===== src/rtl/ethclk_pkg.sv =====
package ethclk_pkg;

    // Control word layout; the divider field and bit roles are decoded by the block.
    localparam int CFG_W     = 32;
    localparam int B_MODE    = 0;
    localparam int B_SRC     = 4;
    localparam int DIV_LSB   = 7;
    localparam int DIV_W     = 3;
    localparam int B_GATE    = 10;
    localparam int B_INV     = 11;
    localparam int B_GEN     = 12;
    localparam int N_SRC     = 2;
    localparam int SEL_W     = $clog2(N_SRC);

    typedef struct packed {
        logic             rgmii;
        logic [SEL_W-1:0] src_sel;
        logic [DIV_W-1:0] div_eff;
        logic             tx_run;
        logic             rmii_run;
        logic             gate_req;
        logic             inv_eff;
    } ctl_t;

    typedef enum logic {
        DIV_IDLE,
        DIV_COUNT
    } div_state_e;

    typedef enum logic [1:0] {
        GATE_OFF,
        GATE_RUN,
        GATE_DRAIN
    } gate_state_e;

endpackage


===== src/rtl/ethclk_cfg_decode.sv =====
module ethclk_cfg_decode
    import ethclk_pkg::*;
(
    input  logic [CFG_W-1:0] cfg_i,
    output ctl_t             ctl_o
);

    logic [DIV_W-1:0] div_fld;
    logic             gen_en;
    logic             unused_cfg;

    assign div_fld = cfg_i[DIV_LSB +: DIV_W];
    assign gen_en  = cfg_i[B_GEN];

    // Bits not used by this block are kept visible and discarded here.
    assign unused_cfg = ^{cfg_i[CFG_W-1:B_GEN+1], cfg_i[DIV_LSB-1:B_SRC+1],
                          cfg_i[B_SRC-1:B_MODE+1]};

    always_comb begin
        ctl_o          = '0;
        ctl_o.rgmii    = cfg_i[B_MODE];
        ctl_o.src_sel  = SEL_W'(cfg_i[B_SRC]);
        // Codes below 2 are illegal divisors; treat them as pass-through.
        ctl_o.div_eff  = (div_fld < DIV_W'(2)) ? DIV_W'(1) : div_fld;
        ctl_o.tx_run   = gen_en & cfg_i[B_MODE];
        ctl_o.rmii_run = gen_en & ~cfg_i[B_MODE];
        ctl_o.gate_req = cfg_i[B_GATE] & gen_en & cfg_i[B_MODE];
        // Inversion only matters for the RMII path.
        ctl_o.inv_eff  = cfg_i[B_INV] & ~cfg_i[B_MODE];
    end

endmodule


===== src/rtl/ethclk_divider.sv =====
module ethclk_divider
    import ethclk_pkg::*;
(
    input  logic             clk,
    input  logic             rst_n,
    input  logic             run_i,
    input  logic [SEL_W-1:0] sel_i,
    input  logic [DIV_W-1:0] div_i,
    input  logic [N_SRC-1:0] src_tick_i,
    output logic             div_tick_o
);

    div_state_e       state_q, state_d;
    logic [DIV_W-1:0] cnt_q;
    logic [DIV_W-1:0] lim_q;
    logic [SEL_W-1:0] sel_q;
    logic             sel_tick;
    logic             wrap;
    logic             tick_q;

    assign sel_tick = src_tick_i[sel_q];
    assign wrap     = (state_q == DIV_COUNT) && sel_tick && (cnt_q == lim_q - DIV_W'(1));

    // Next-state logic
    always_comb begin
        state_d = state_q;
        unique case (state_q)
            DIV_IDLE:  if (run_i)  state_d = DIV_COUNT;
            DIV_COUNT: if (!run_i) state_d = DIV_IDLE;
            default:   state_d = DIV_IDLE;
        endcase
    end

    // State register
    always_ff @(posedge clk or negedge rst_n) begin
        if (!rst_n) state_q <= DIV_IDLE;
        else        state_q <= state_d;
    end

    // Counter, shadowed settings and tick output
    always_ff @(posedge clk or negedge rst_n) begin
        if (!rst_n) begin
            cnt_q  <= '0;
            lim_q  <= DIV_W'(1);
            sel_q  <= '0;
            tick_q <= 1'b0;
        end else begin
            tick_q <= wrap && run_i;
            if (state_q == DIV_IDLE || wrap) begin
                // New divisor and source are taken only here.
                cnt_q <= '0;
                lim_q <= div_i;
                sel_q <= sel_i;
            end else if (sel_tick) begin
                cnt_q <= cnt_q + DIV_W'(1);
            end
        end
    end

    assign div_tick_o = tick_q;

endmodule


===== src/rtl/ethclk_gate.sv =====
module ethclk_gate
    import ethclk_pkg::*;
(
    input  logic clk,
    input  logic rst_n,
    input  logic run_i,
    input  logic div_tick_i,
    input  logic gate_i,
    output logic tx_clk_o
);

    gate_state_e state_q, state_d;
    logic        phase_q;

    // Fixed divide-by-2 stage
    always_ff @(posedge clk or negedge rst_n) begin
        if (!rst_n)          phase_q <= 1'b0;
        else if (!run_i)     phase_q <= 1'b0;
        else if (div_tick_i) phase_q <= ~phase_q;
    end

    // Next-state logic: the gate changes only while the clock is low
    always_comb begin
        state_d = state_q;
        unique case (state_q)
            GATE_OFF: begin
                if (gate_i && !phase_q) state_d = GATE_RUN;
            end
            GATE_RUN: begin
                if (!gate_i) state_d = phase_q ? GATE_DRAIN : GATE_OFF;
            end
            GATE_DRAIN: begin
                if (gate_i)        state_d = GATE_RUN;
                else if (!phase_q) state_d = GATE_OFF;
            end
            default: state_d = GATE_OFF;
        endcase
        if (!run_i) state_d = GATE_OFF;
    end

    // State register
    always_ff @(posedge clk or negedge rst_n) begin
        if (!rst_n) state_q <= GATE_OFF;
        else        state_q <= state_d;
    end

    // Output
    always_comb begin
        tx_clk_o = phase_q && (state_q != GATE_OFF);
    end

endmodule


===== src/rtl/ethclk_rmii.sv =====
module ethclk_rmii (
    input  logic clk,
    input  logic rst_n,
    input  logic run_i,
    input  logic inv_i,
    input  logic rmii_clk_i,
    output logic rmii_clk_o
);

    logic out_q;

    always_ff @(posedge clk or negedge rst_n) begin
        if (!rst_n) out_q <= 1'b0;
        else        out_q <= run_i & (rmii_clk_i ^ inv_i);
    end

    assign rmii_clk_o = out_q;

endmodule


===== src/rtl/ethclk_gen.sv =====
module ethclk_gen
    import ethclk_pkg::*;
(
    input  logic             clk,
    input  logic             rst_n,
    input  logic [CFG_W-1:0] cfg_i,
    input  logic [N_SRC-1:0] src_tick_i,
    input  logic             rmii_clk_i,
    output logic             tx_clk_o,
    output logic             rmii_clk_o
);

    ctl_t ctl;
    logic div_tick;

    ethclk_cfg_decode u_decode (
        .cfg_i (cfg_i),
        .ctl_o (ctl)
    );

    ethclk_divider u_div (
        .clk        (clk),
        .rst_n      (rst_n),
        .run_i      (ctl.tx_run),
        .sel_i      (ctl.src_sel),
        .div_i      (ctl.div_eff),
        .src_tick_i (src_tick_i),
        .div_tick_o (div_tick)
    );

    ethclk_gate u_gate (
        .clk        (clk),
        .rst_n      (rst_n),
        .run_i      (ctl.tx_run),
        .div_tick_i (div_tick),
        .gate_i     (ctl.gate_req),
        .tx_clk_o   (tx_clk_o)
    );

    ethclk_rmii u_rmii (
        .clk        (clk),
        .rst_n      (rst_n),
        .run_i      (ctl.rmii_run),
        .inv_i      (ctl.inv_eff),
        .rmii_clk_i (rmii_clk_i),
        .rmii_clk_o (rmii_clk_o)
    );

endmodule


===== config.mk =====
export PLATFORM = sky130hd
export DESIGN_NAME = ethclk_gen
export DESIGN_NICKNAME = d
export VERILOG_FILES = /design/src/rtl/ethclk_pkg.sv /design/src/rtl/ethclk_cfg_decode.sv /design/src/rtl/ethclk_divider.sv /design/src/rtl/ethclk_gate.sv /design/src/rtl/ethclk_rmii.sv /design/src/rtl/ethclk_gen.sv
export SDC_FILE = /design/constraint.sdc
export NUM_CORES = 1
export LEC_CHECK = 0
export BUFFER_PORTS_ARGS = -buffer_cell sky130_fd_sc_hd__buf_4
export CAP_MARGIN = 10
export CORE_UTILIZATION = 44
export CTS_CLUSTER_SIZE = 14
export DETAILED_ROUTE_END_ITERATION = 8
export GPL_ROUTABILITY_DRIVEN = 0
export PLACE_DENSITY = 0.81
export SYNTH_ARGS = -nofsm -noshare
export SYNTH_HDL_FRONTEND = slang
export SYNTH_SLANG_ARGS = --single-unit

===== constraint.sdc =====
create_clock -name clk -period 3.4 [get_ports clk]
set_input_delay 0.34 -clock clk [delete_from_list [all_inputs] [get_ports clk]]
set_output_delay 0.34 -clock clk [all_outputs]
set_load 0.02 [all_outputs]

==> results of run 1 <==
==> Yosys cell counts <==
cell      count  area, µm²
nand2_4       1      11.26
nor4b_1       1      8.760
xnor2_1       4      35.03
nand2_1       3      11.26
mux2_2        1      11.26
xnor3_2       1      23.77
nor2_1        4      15.01
ha_1          2      25.02
mux2_4        3      45.04
o21a_1        1      7.510
a21oi_1       2      10.01
xor2_1        3      26.28
dfstp_2       1      26.28
a21boi_0      1      7.510
nand4_1       2      12.51
nor3b_1       2      15.01
mux2i_1       1      10.01
and3_1        1      6.260
and3_2        1      7.510
dfrtp_1      12      300.3
o21bai_1      2      15.01
nand4_4       1      21.27
inv_1         4      15.01
==> critical path: cells and delay by family (launching register included) <==
| kind | cells | cell delay, ps |
|---|---|---|
| flops | 1 | 540 |
| buf+inv | 1 | 50 |
| xor+xnor | 1 | 330 |
| fa+ha+maj | 1 | 300 |
| mux | 1 | 310 |
| simple gates | 2 | 330 |
==> metrics by stage <==
step	std cells	hold WS, ps	total power, W	area (µm²)
2_1_floorplan	54	44.41	0.0002139	666.9
3_3_place_gp	83	191.5	0.0002336	790.8
3_5_place_dp	83	191.5	0.0002373	790.8
4_1_cts	88	209.6	0.0003333	827.0
5_1_grt	88	210.5	0.0003475	827.0
6_report	88	216.9	0.0003287	827.0
==> power groups by stage <==
stage          clock (W)  combinational (W)  sequential (W)
2_1_floorplan          0          0.0000417        0.000172
3_3_place_gp           0          0.0000613        0.000172
3_5_place_dp           0          0.0000646        0.000173
4_1_cts        0.0000980          0.0000654        0.000170
5_1_grt         0.000106          0.0000708        0.000171
6_report       0.0000945          0.0000643        0.000170
==> flip-flops by register name (all words and copies together) (netlist names) <==
signal / flops
u_div.lim_q: 3
u_div.div_tick_o: 1
u_rmii.rmii_clk_o: 1
u_gate.phase_q: 1
u_div.state_q: 1
u_div.sel_q: 1
u_gate.state_q: 2
u_div.cnt_q: 3
==> timing repair <==
action / CTS / global route
setup buffers: 0 / 0
gates resized for setup: 0 / 0
endpoints found under the hold margin: 12 / 0
hold buffers: 1 / 0
==> path summary, 6_finish.rpt <==
path	depth (start not counted)	start	end
setup / recovery	6	u_div.lim_q[0]	u_div.lim_q[1]
max in group asynchronous	2	rst_n	u_div.lim_q[0]
hold reg to reg	2	u_div.div_tick_o	u_gate.phase_q
min in group asynchronous	2	rst_n	u_gate.state_q[0]
setup reg to reg	6	u_div.lim_q[0]	u_div.lim_q[1]
hold / removal	2	cfg_i[0]	u_rmii.rmii_clk_o
==> area by class of cell <==
type	count	area [µm²]	area share [%]
Clock buffer	4	26.28	3.177
Inverter	4	15.01	1.815
Multi-Input combinational cell	37	325.3	39.33
Sequential cell	13	326.6	39.49
Tap cell	15	18.77	2.269
Timing Repair Buffer	15	115.1	13.92
==> per-layer routing <==
metal	routed length (µm)	track usage, %
met1	495	20.82
met4	34	12.50
met2	550	25.39
met3	30	4.891
met5	0	0
==> kinds of logic after synthesis <==
family	count (synthesis)
and+or+nand+nor	16
muxes	5
DFF	13
adders and majority gates	2
AOI/OAI and AO/OA	6
xor gates and xnor gates	8
buffers and inverters	4
==> metrics, run 1 <==
Via density around 5.1; fin util 61.26%; final setup violation count 0; synthesized flop and latch total 13; DRC 0; reg2reg setup slack 1440 ps; Seq pwr share 51.7%; Fmax achieved just over 500 MHz; Final Skew ~0.30 ps; vias in the first global route 434; most common cell after layout, fill and taps aside buf_4; Synth cell types 23; RSZ-0062 raised after global routing no; worst slew pin tran 371.2 ps; H-tree Lvls 1; Seq/Total Area, Yosys 48.97%; Post-Synthesis Cells 54; layout cells sized above 1 35.62%; Crit. End Element flip-flop; antenna violations before repair 0; P_leak 0.4141 nW; gr ovfl total 0; crit path max-delay cell type dfstp_2; Antenna Cells 0; largest net degree at the start of global routing 14; DP HPWL 893.5 µm; Net Sw Power 0.00008610 W; Filler cells 110; Max transition margin around three quarters; worst slack, placed about 1400 ps; CP max stage delay 540 ps; clk slew on worst S/H paths ~80 ps; MaxCap Viol Count 0; most frequent cells in the layout 14 x buf_4, 12 x dfrtp_1, 4 x inv_1, 4 x nor2_1, 4 x xnor2_1; Final #Nets 113; root buffer cell clkbuf_4; Crit Path Category reg2reg; CP Cell Sequence inv_1 -> ha_1 -> xor2_1 -> nand4_4 -> nand2_4 -> mux2_4; Logic pwr share 19.6%; PD cells 397.4 nW/µm²; Netlist Area Pre-Place roughly 670 µm²; die width around 41 µm; Detailed Routing Iterations Pass 1 2; wire per inst 12.63 µm; xor-xnor portion of the synthesized cell area 12.76%; cts bufs inserted 3; drt first-iter violations 4; Worst EP required roughly 3600 ps; Internal around 0.00024 W; worst vdd ir 0.0002238 V; total core area 1350 µm²; Rows 13; class of the worst hold path in2reg; post-route minimum period approximately 2000 ps; All-Layer GR Usage ~17%; Mean Syn Cell Area 12.35 µm²; CTS Sinks 13; Ys Warns 0; Starting Density 49.40%; Post-Synth Simple-Gate Area 16.32%; number of port buffers 14; crit path max fanout 5; Post-Synth Adder-Cell Area about 3.8%; worst setup margin 1439 ps; worst path arrival time 2120 ps; I/O Pins 39; Final ANT Viol Nets 0; Syn Nets just over 90; CTS tree yes; crit start category flip-flop; clk_lat worst skew 270 ps; Area Overhead vs Synth 24.01%; chip height about 41 µm; Final Hold Viols 0; Final Max Tran Viols 0; final WL 1111 µm; status finished clean; first-pass GRT wire length 1766 µm; clk buf depth 2; mux contribution to synthesized area 9.944%; period utilization 57.67%; area fraction in compound gates after synthesis under 10%; via count 450; Switching Share 26.20%; clock power share 28.8%; largest family of logic cells by synthesized area simple AND/OR/NAND/NOR gates; total die area 1675 µm²; TNS Setup 0 ps
(Power assumes the default switching activity.)
==> run 2, diff against run 1 <==
ABC_AREA = 1   (was default)
CORE_UTILIZATION = 38   (was 44)
PLACE_DENSITY = 0.74   (was 0.81)
clock period = 1.7 ns   (was 3.4 ns; I/O delays follow)
==> run 2 against run 1 <==
Net effect: worst hold slack got worse by 150 ps; fmax rose by 25%; non-clock buffer count rose by 1; global-route usage fell by 1.3 points; routed wire length rose by 16%; first-iteration DRC count rose by 100%; largest power group unchanged.
==> metrics, run 2 <==
status finished clean (unchanged); reg2reg setup slack 140 ps (was 1440 ps); root buffer cell clkbuf_4 (unchanged); DRC 0 (unchanged); final WL 1294 µm (was 1111 µm); CP Cell Sequence inv_1 -> ha_1 -> inv_1 -> nand2_1 -> nand3_1 -> nor2_2 -> nand2_4 -> nand2_4 -> nand2_1 -> nand2_1 (was inv_1 -> ha_1 -> xor2_1 -> nand4_4 -> nand2_4 -> mux2_4); cts bufs inserted 3 (unchanged); All-Layer GR Usage 15.78% (was 17.10%); Final Hold Viols 0 (unchanged); Max transition margin 84.18% (was 75.17%); TNS Setup 0 ps (unchanged); most common cell after layout, fill and taps aside nand2_1 (was buf_4); drt first-iter violations 8 (was 4); wire per inst 9.803 µm (was 12.63 µm); Final Skew 11.83 ps (was 0.3011 ps); worst slack, placed 59.90 ps (was 1433 ps); RSZ-0062 raised after global routing no (unchanged); most frequent cells in the layout 25 x nand2_1, 17 x inv_1, 15 x buf_4 (was 14 x buf_4, 12 x dfrtp_1, 4 x inv_1, 4 x nor2_1, 4 x xnor2_1); critical path's top delay family simple AND/OR/NAND/NOR gates (was flip-flops); worst vdd ir 0.0005759 V (was 0.0002238 V); top-area cell type share of the netlist area 44.04% (was 45.03%); Buf/Inv on CP 2 (was 1); Final ANT Viol Nets 0 (unchanged); clk_lat worst skew 270 ps (about the same); Seq/Total Area, Yosys 47.89% (was 48.97%); crit path max-delay cell type dfstp_2 (unchanged); CTS Sinks 13 (unchanged); Netlist Area Pre-Place 681.9 µm² (was 666.9 µm²); worst setup margin 135.8 ps (was 1439 ps); WP depth 10 (was 6); async set-or-reset flop fraction in the synthesized netlist 100.0% (unchanged); synthesized flop and latch total 13 (unchanged); DP Area 817.0 µm² (was 790.8 µm²); Design Power 0.0006378 W (was 0.0003287 W); antenna violations before repair 0 (unchanged); post-route minimum period 1564 ps (was 1961 ps); Post-synth EDFFs 0 (unchanged); crit-path most repeated cell nand2_1; worst slew pin tran 237.3 ps (was 371.2 ps); Post-Synthesis Cells 88 (was 54); MaxCap Viol Count 0 (unchanged); Area Overhead vs Synth 27.71% (was 24.01%); Synth cell types 18 (was 23); clk buf depth 2 (unchanged); Worst Reg-to-Reg Cells 10 (was 6); Detailed Routing Iterations Pass 1 4 (was 2); hold_ws 64.15 ps (was 216.9 ps); crit start category flip-flop (unchanged); number of port buffers 14 (unchanged); Area contributors post-synth dfrtp_1 44%, nand2_1 14%, inv_1 9.4% (was dfrtp_1 45%, mux2_4 6.8%, xnor2_1 5.3%); class of the worst hold path in2reg (unchanged); Syn Nets 127 (was 93); critical path launch point u_div.lim_q[0] (unchanged); largest net degree at the start of global routing 14 (unchanged); Via density 4.674 (was 5.114); worst hold stages 2 (unchanged); clk slew on worst S/H paths 90 ps (was 80 ps); period utilization 92.01% (was 57.67%); Mean Syn Cell Area 7.749 µm² (was 12.35 µm²); PD cells 732.4 nW/µm² (was 397.4 nW/µm²); P_leak 0.4715 nW (was 0.4141 nW); CP max stage delay 540 ps (about the same); Final Max Tran Viols 0 (unchanged); top flop regs u_div.cnt_q (3), u_div.lim_q (3), u_gate.state_q (2) (unchanged); most frequent cell after synthesis nand2_1 (was dfrtp_1); CTS tree yes (unchanged); total core area 1594 µm² (was 1350 µm²); crit path max fanout 7 (was 5); Antenna Cells 0 (unchanged); vias in the first global route 575 (was 434); Worst EP required 1920 ps (was 3560 ps); DP HPWL 988.8 µm (was 893.5 µm); top cells by count, synth 25 x nand2_1, 17 x inv_1, 12 x dfrtp_1 (was 12 x dfrtp_1, 4 x inv_1, 4 x nor2_1, 4 x xnor2_1); Rows 14 (was 13); die width 44.36 µm (was 40.93 µm); chip height 44.36 µm (was 40.93 µm); via count 617 (was 450); Starting Density 42.78% (was 49.40%); Final #Nets 148 (was 113); layout cells sized above 1 21.30% (was 35.62%); fin area 870.8 µm² (was 827.0 µm²); total die area 1968 µm² (was 1675 µm²); H-tree Lvls 1 (unchanged); Ys Warns 0 (unchanged); Worst R2R Start u_div.lim_q[0] (unchanged); area leader, netlist dfrtp_1 (unchanged); Hold Crit Start cfg_i[0] (unchanged); Crit. End Element flip-flop (unchanged); Filler cells 150 (was 110); first-pass GRT wire length 2228 µm (was 1766 µm); top_reg_cell synth dfrtp_1 (unchanged); Crit Path Category reg2reg (unchanged); worst path arrival time 1780 ps (was 2120 ps); Fmax achieved 639.3 MHz (was 510.0 MHz); gr ovfl total 0 (unchanged); final setup violation count 0 (unchanged); I/O Pins 39 (unchanged)
==> run 2: cell count changes in the layout (fill, tap and decap cells not counted), moves of 3 or more <==
cell / delta
nand2_1: +22
nor2_1: +5
xnor2_1: -3
nand3_1: +5
mux2_4: -3
inv_1: +13
==> run 2: repair_timing <==
action	in CTS	in global routing
hold buffers	1	0
hold endpoints to repair	13	0
setup endpoints to repair	0	7
gates resized for setup	0	2
buffers inserted	0	1
==> run 2: worst paths after layout <==
path,to
min in group asynchronous,u_gate.state_q[1]
hold reg to reg,u_gate.phase_q
max in group asynchronous,u_div.lim_q[0]
hold / removal,u_rmii.rmii_clk_o
setup / recovery,u_div.sel_q
setup reg to reg,u_div.sel_q
==> run 2: layout make-up <==
cell class | count | area, µm² | area share [%]
multi-input cells | 58 | 301.5 | 34.63
inverters | 17 | 63.81 | 7.328
well taps | 24 | 30.03 | 3.448
repair buffers | 16 | 122.6 | 14.08
clock buffers | 4 | 26.28 | 3.017
flip-flops and latches | 13 | 326.6 | 37.50
==> run 2: power breakdown <==
part | total [W] | internal, W | switching (W) | leakage [nW]
Sequential | 0.000337 | 0.000325 | 0.0000124 | 0.169
Combinational | 0.000108 | 0.0000507 | 0.0000569 | 0.287
Clock | 0.000193 | 0.0000908 | 0.000102 | 0.0150
Total | 0.000638 | 0.000466 | 0.000171 | 0.472
==> run 2: kinds of logic after synthesis <==
group	share of synthesized area, %
buf+inv	9.358
fa+ha+maj	3.669
xor+xnor	2.569
flops	47.89
compound gates	6.607
simple gates	29.91
==> run 2: per-layer routing <==
layer	up-vias	part of all wire [%]	GRT usage (%)
met5	-	0	0
met4	0	0	5.455
met3	0	2.9	4.898
met2	14	56	28.24
met1	289	41	17.59
li1	314	-	-
==> run 2: through the flow <==
step / util [%] / cells
after floorplan: - / 88
after global placement: 51.26 / 126
after detailed placement: 51.26 / 126
after CTS: 53.53 / 131
after global routing: 54.63 / 132
final: 54.63 / 132
==> run 2: worst reg2reg max path, cell delays in order, from the launching register on <==
cell     delay [ps]
dfstp_2         540
inv_1            40
ha_1            280
inv_1            40
nand2_1          60
nand3_1          80
nor2_2          130
nand2_4         100
nand2_4         100
nand2_1          60
nand2_1          60
==> run 3, diff against run 2 <==
ABC_AREA = default   (was 1)
CELL_PAD_IN_SITES_DETAIL_PLACEMENT = 0   (was default)
CELL_PAD_IN_SITES_GLOBAL_PLACEMENT = 1   (was default)
CORE_UTILIZATION = 28   (was 38)
PLACE_DENSITY = default   (was 0.74)
PLACE_DENSITY_LB_ADDON = 0.1   (was default)
==> run 3 against run 2 <==
Net effect: clock power about the same; setup slack got worse by 130 ps; cell count shrank 17%; power is 12% higher; clock skew decreased by 11 ps; register-to-register slack worse by 130 ps.
==> metrics, run 3 (same netlist as run 1, synthesis figures left out) <==
clk buf depth 2 (unchanged); clk_lat worst skew 270 ps (about the same); Rows 17 (was 14); worst path arrival time 1860 ps (was 1780 ps); cts bufs inserted 3 (unchanged); WP depth 6 (was 10); Max transition margin 81.60% (was 84.18%); All-Layer GR Usage 12.48% (was 15.78%); antenna violations before repair 0 (unchanged); top flop regs u_div.cnt_q (3), u_div.lim_q (3), u_gate.state_q (2) (unchanged); Via density 4.422 (was 4.674); first-pass GRT wire length 2228 µm (unchanged); period utilization 99.67% (was 92.01%); MaxCap Viol Count 0 (unchanged); chip height 50.81 µm (was 44.36 µm); Register Area 326.6 µm² (unchanged); Antenna Cells 0 (unchanged); Internal 0.0005236 W (was 0.0004663 W); wire per inst 11.50 µm (was 9.803 µm); most frequent cells in the layout 22 x buf_4, 12 x dfrtp_1, 4 x xnor2_1 (was 25 x nand2_1, 17 x inv_1, 15 x buf_4); Crit Path Category reg2reg (unchanged); Final Hold Viols 0 (unchanged); clock power share 26.8% (was 30.2%); CP Cell Sequence inv_2 -> ha_4 -> xor2_4 -> nand4_4 -> nand2_4 -> mux2_4 (was inv_1 -> ha_1 -> inv_1 -> nand2_1 -> nand3_1 -> nor2_2 -> nand2_4 -> nand2_4 -> nand2_1 -> nand2_1); worst slew pin tran 272.2 ps (was 237.3 ps); most common cell after layout, fill and taps aside buf_4 (was nand2_1); H-tree Lvls 1 (unchanged); drt first-iter violations 10 (was 8); Filler cells 226 (was 150); Fmax achieved 590.2 MHz (was 639.3 MHz); Finished Layout Cells 109 (was 132); worst hold stages 2 (unchanged); gr ovfl total 0 (unchanged); largest net degree at the start of global routing 14 (unchanged); post-route minimum period 1694 ps (was 1564 ps); Buf/Inv on CP 1 (was 2); Worst Reg-to-Reg Cells 6 (was 10); DRC 0 (unchanged); worst slack, placed -40.17 ps (was 59.90 ps); CTS tree yes (unchanged); placed cell count 101 (was 126); crit path max fanout 4 (was 7); Design Power 0.0007133 W (was 0.0006378 W); final setup violation count 0 (unchanged); Crit. End Element flip-flop (unchanged); Detailed Routing Iterations Pass 1 6 (was 4); DP HPWL 902 µm (was 988.8 µm); CP max stage delay 540 ps (about the same); total core area 2233 µm² (was 1594 µm²); Final Skew 0.5928 ps (was 11.83 ps); Area Overhead vs Synth 40.53% (was 27.71%); Worst R2R Start u_div.lim_q[0] (unchanged); total die area 2581 µm² (was 1968 µm²); vias in the first global route 465 (was 575); die width 50.81 µm (was 44.36 µm); I/O Pins 39 (unchanged); TNS Setup 0 ps (unchanged); combined area of the multi-input logic cells 359.1 µm² (was 301.5 µm²); worst setup margin 5.547 ps (was 135.8 ps); Net Sw Power 0.0001897 W (was 0.0001714 W); CTS Sinks 13 (unchanged); Final Max Tran Viols 0 (unchanged); PD cells 761.2 nW/µm² (was 732.4 nW/µm²); clk slew on worst S/H paths 80 ps (was 90 ps); Seq pwr share 47.6% (was 52.9%); Hold Crit Start cfg_i[0] (unchanged); layout cells sized above 1 46.91% (was 21.30%); critical path launch point u_div.lim_q[0] (unchanged); root buffer cell clkbuf_4 (unchanged); RSZ-0062 raised after global routing yes (was no); final WL 1253 µm (was 1294 µm); critical path's top delay family flip-flops (was simple AND/OR/NAND/NOR gates); crit path max-delay cell type dfstp_2 (unchanged); worst vdd ir 0.0002899 V (was 0.0005759 V); number of port buffers 14 (unchanged); P_leak 0.4520 nW (was 0.4715 nW); Starting Density 29.86% (was 42.78%); crit start category flip-flop (unchanged); status finished clean (unchanged); hold_ws 50.49 ps (was 64.15 ps); Final ANT Viol Nets 0 (unchanged); Logic pwr share 25.6% (was 16.9%); Final #Nets 121 (was 148); Switching Share 26.60% (was 26.88%); via count 482 (was 617); Worst EP required 1860 ps (was 1920 ps); class of the worst hold path in2reg (unchanged)
run 3: cell types whose count changed in the layout (fill, tap and decap cells not counted), sizes merged, moves of 3 or more:
cell	previous run	this run
nor2	10	4
nand2	28	4
mux2	0	4
nand3	5	0
xnor2	1	4
inv	17	4
buf	15	22
run 3: routing by layer:
layer  global-route usage (%)  routed length, µm  vias up  share of wire [%]
li1                         -                  -      239                  -
met1                    17.64                603      223                 48
met2                    16.67                528       18                 42
met3                    2.727                103        2                8.2
met4                    8.333                 17        0                1.4
met5                        0                  0        -                  0
run 3: through the flow:
stage | util [%] | cell area (µm²)
2_1_floorplan | - | 686.9
3_5_place_dp | 38.71 | 864.6
4_1_cts | 41.51 | 927.1
6_report | 41.96 | 937.1
5_1_grt | 41.96 | 937.1
3_3_place_gp | 38.71 | 864.6
run 3: area by class of cell:
cell class	instances	area share [%]
inverter	4	1.602
multi-input combinational	37	38.32
clock buffer	4	2.804
tap	28	3.738
timing repair buffer	23	18.69
sequential	13	34.85
run 3: path summary, 6_finish.rpt:
check	endpoint	slack, ps
min	u_rmii.rmii_clk_o	50
min reg2reg	u_gate.phase_q	520
min in group asynchronous	u_gate.state_q[0]	270
max in group asynchronous	u_div.lim_q[0]	1200
max reg2reg	u_div.lim_q[1]	6
max	u_div.lim_q[1]	6
run 3: repair_timing:
item,CTS,global route
resized for setup,2,2
hold buffers,1,0
pin swaps,2,3
setup endpoints to repair,3,6
endpoints found under the hold margin,13,0
setup buffers,2,1
run 3: power by group through the flow:
| stage | Clock (W) | Combinational [W] | Sequential, W |
|---|---|---|---|
| after global routing | 0.000217 | 0.000201 | 0.000342 |
| after global placement | 0 | 0.000161 | 0.000345 |
| after floorplan | 0 | 0.0000933 | 0.000345 |
| after detailed placement | 0 | 0.000161 | 0.000345 |
| after CTS | 0.000203 | 0.000179 | 0.000339 |
| final | 0.000191 | 0.000183 | 0.000340 |
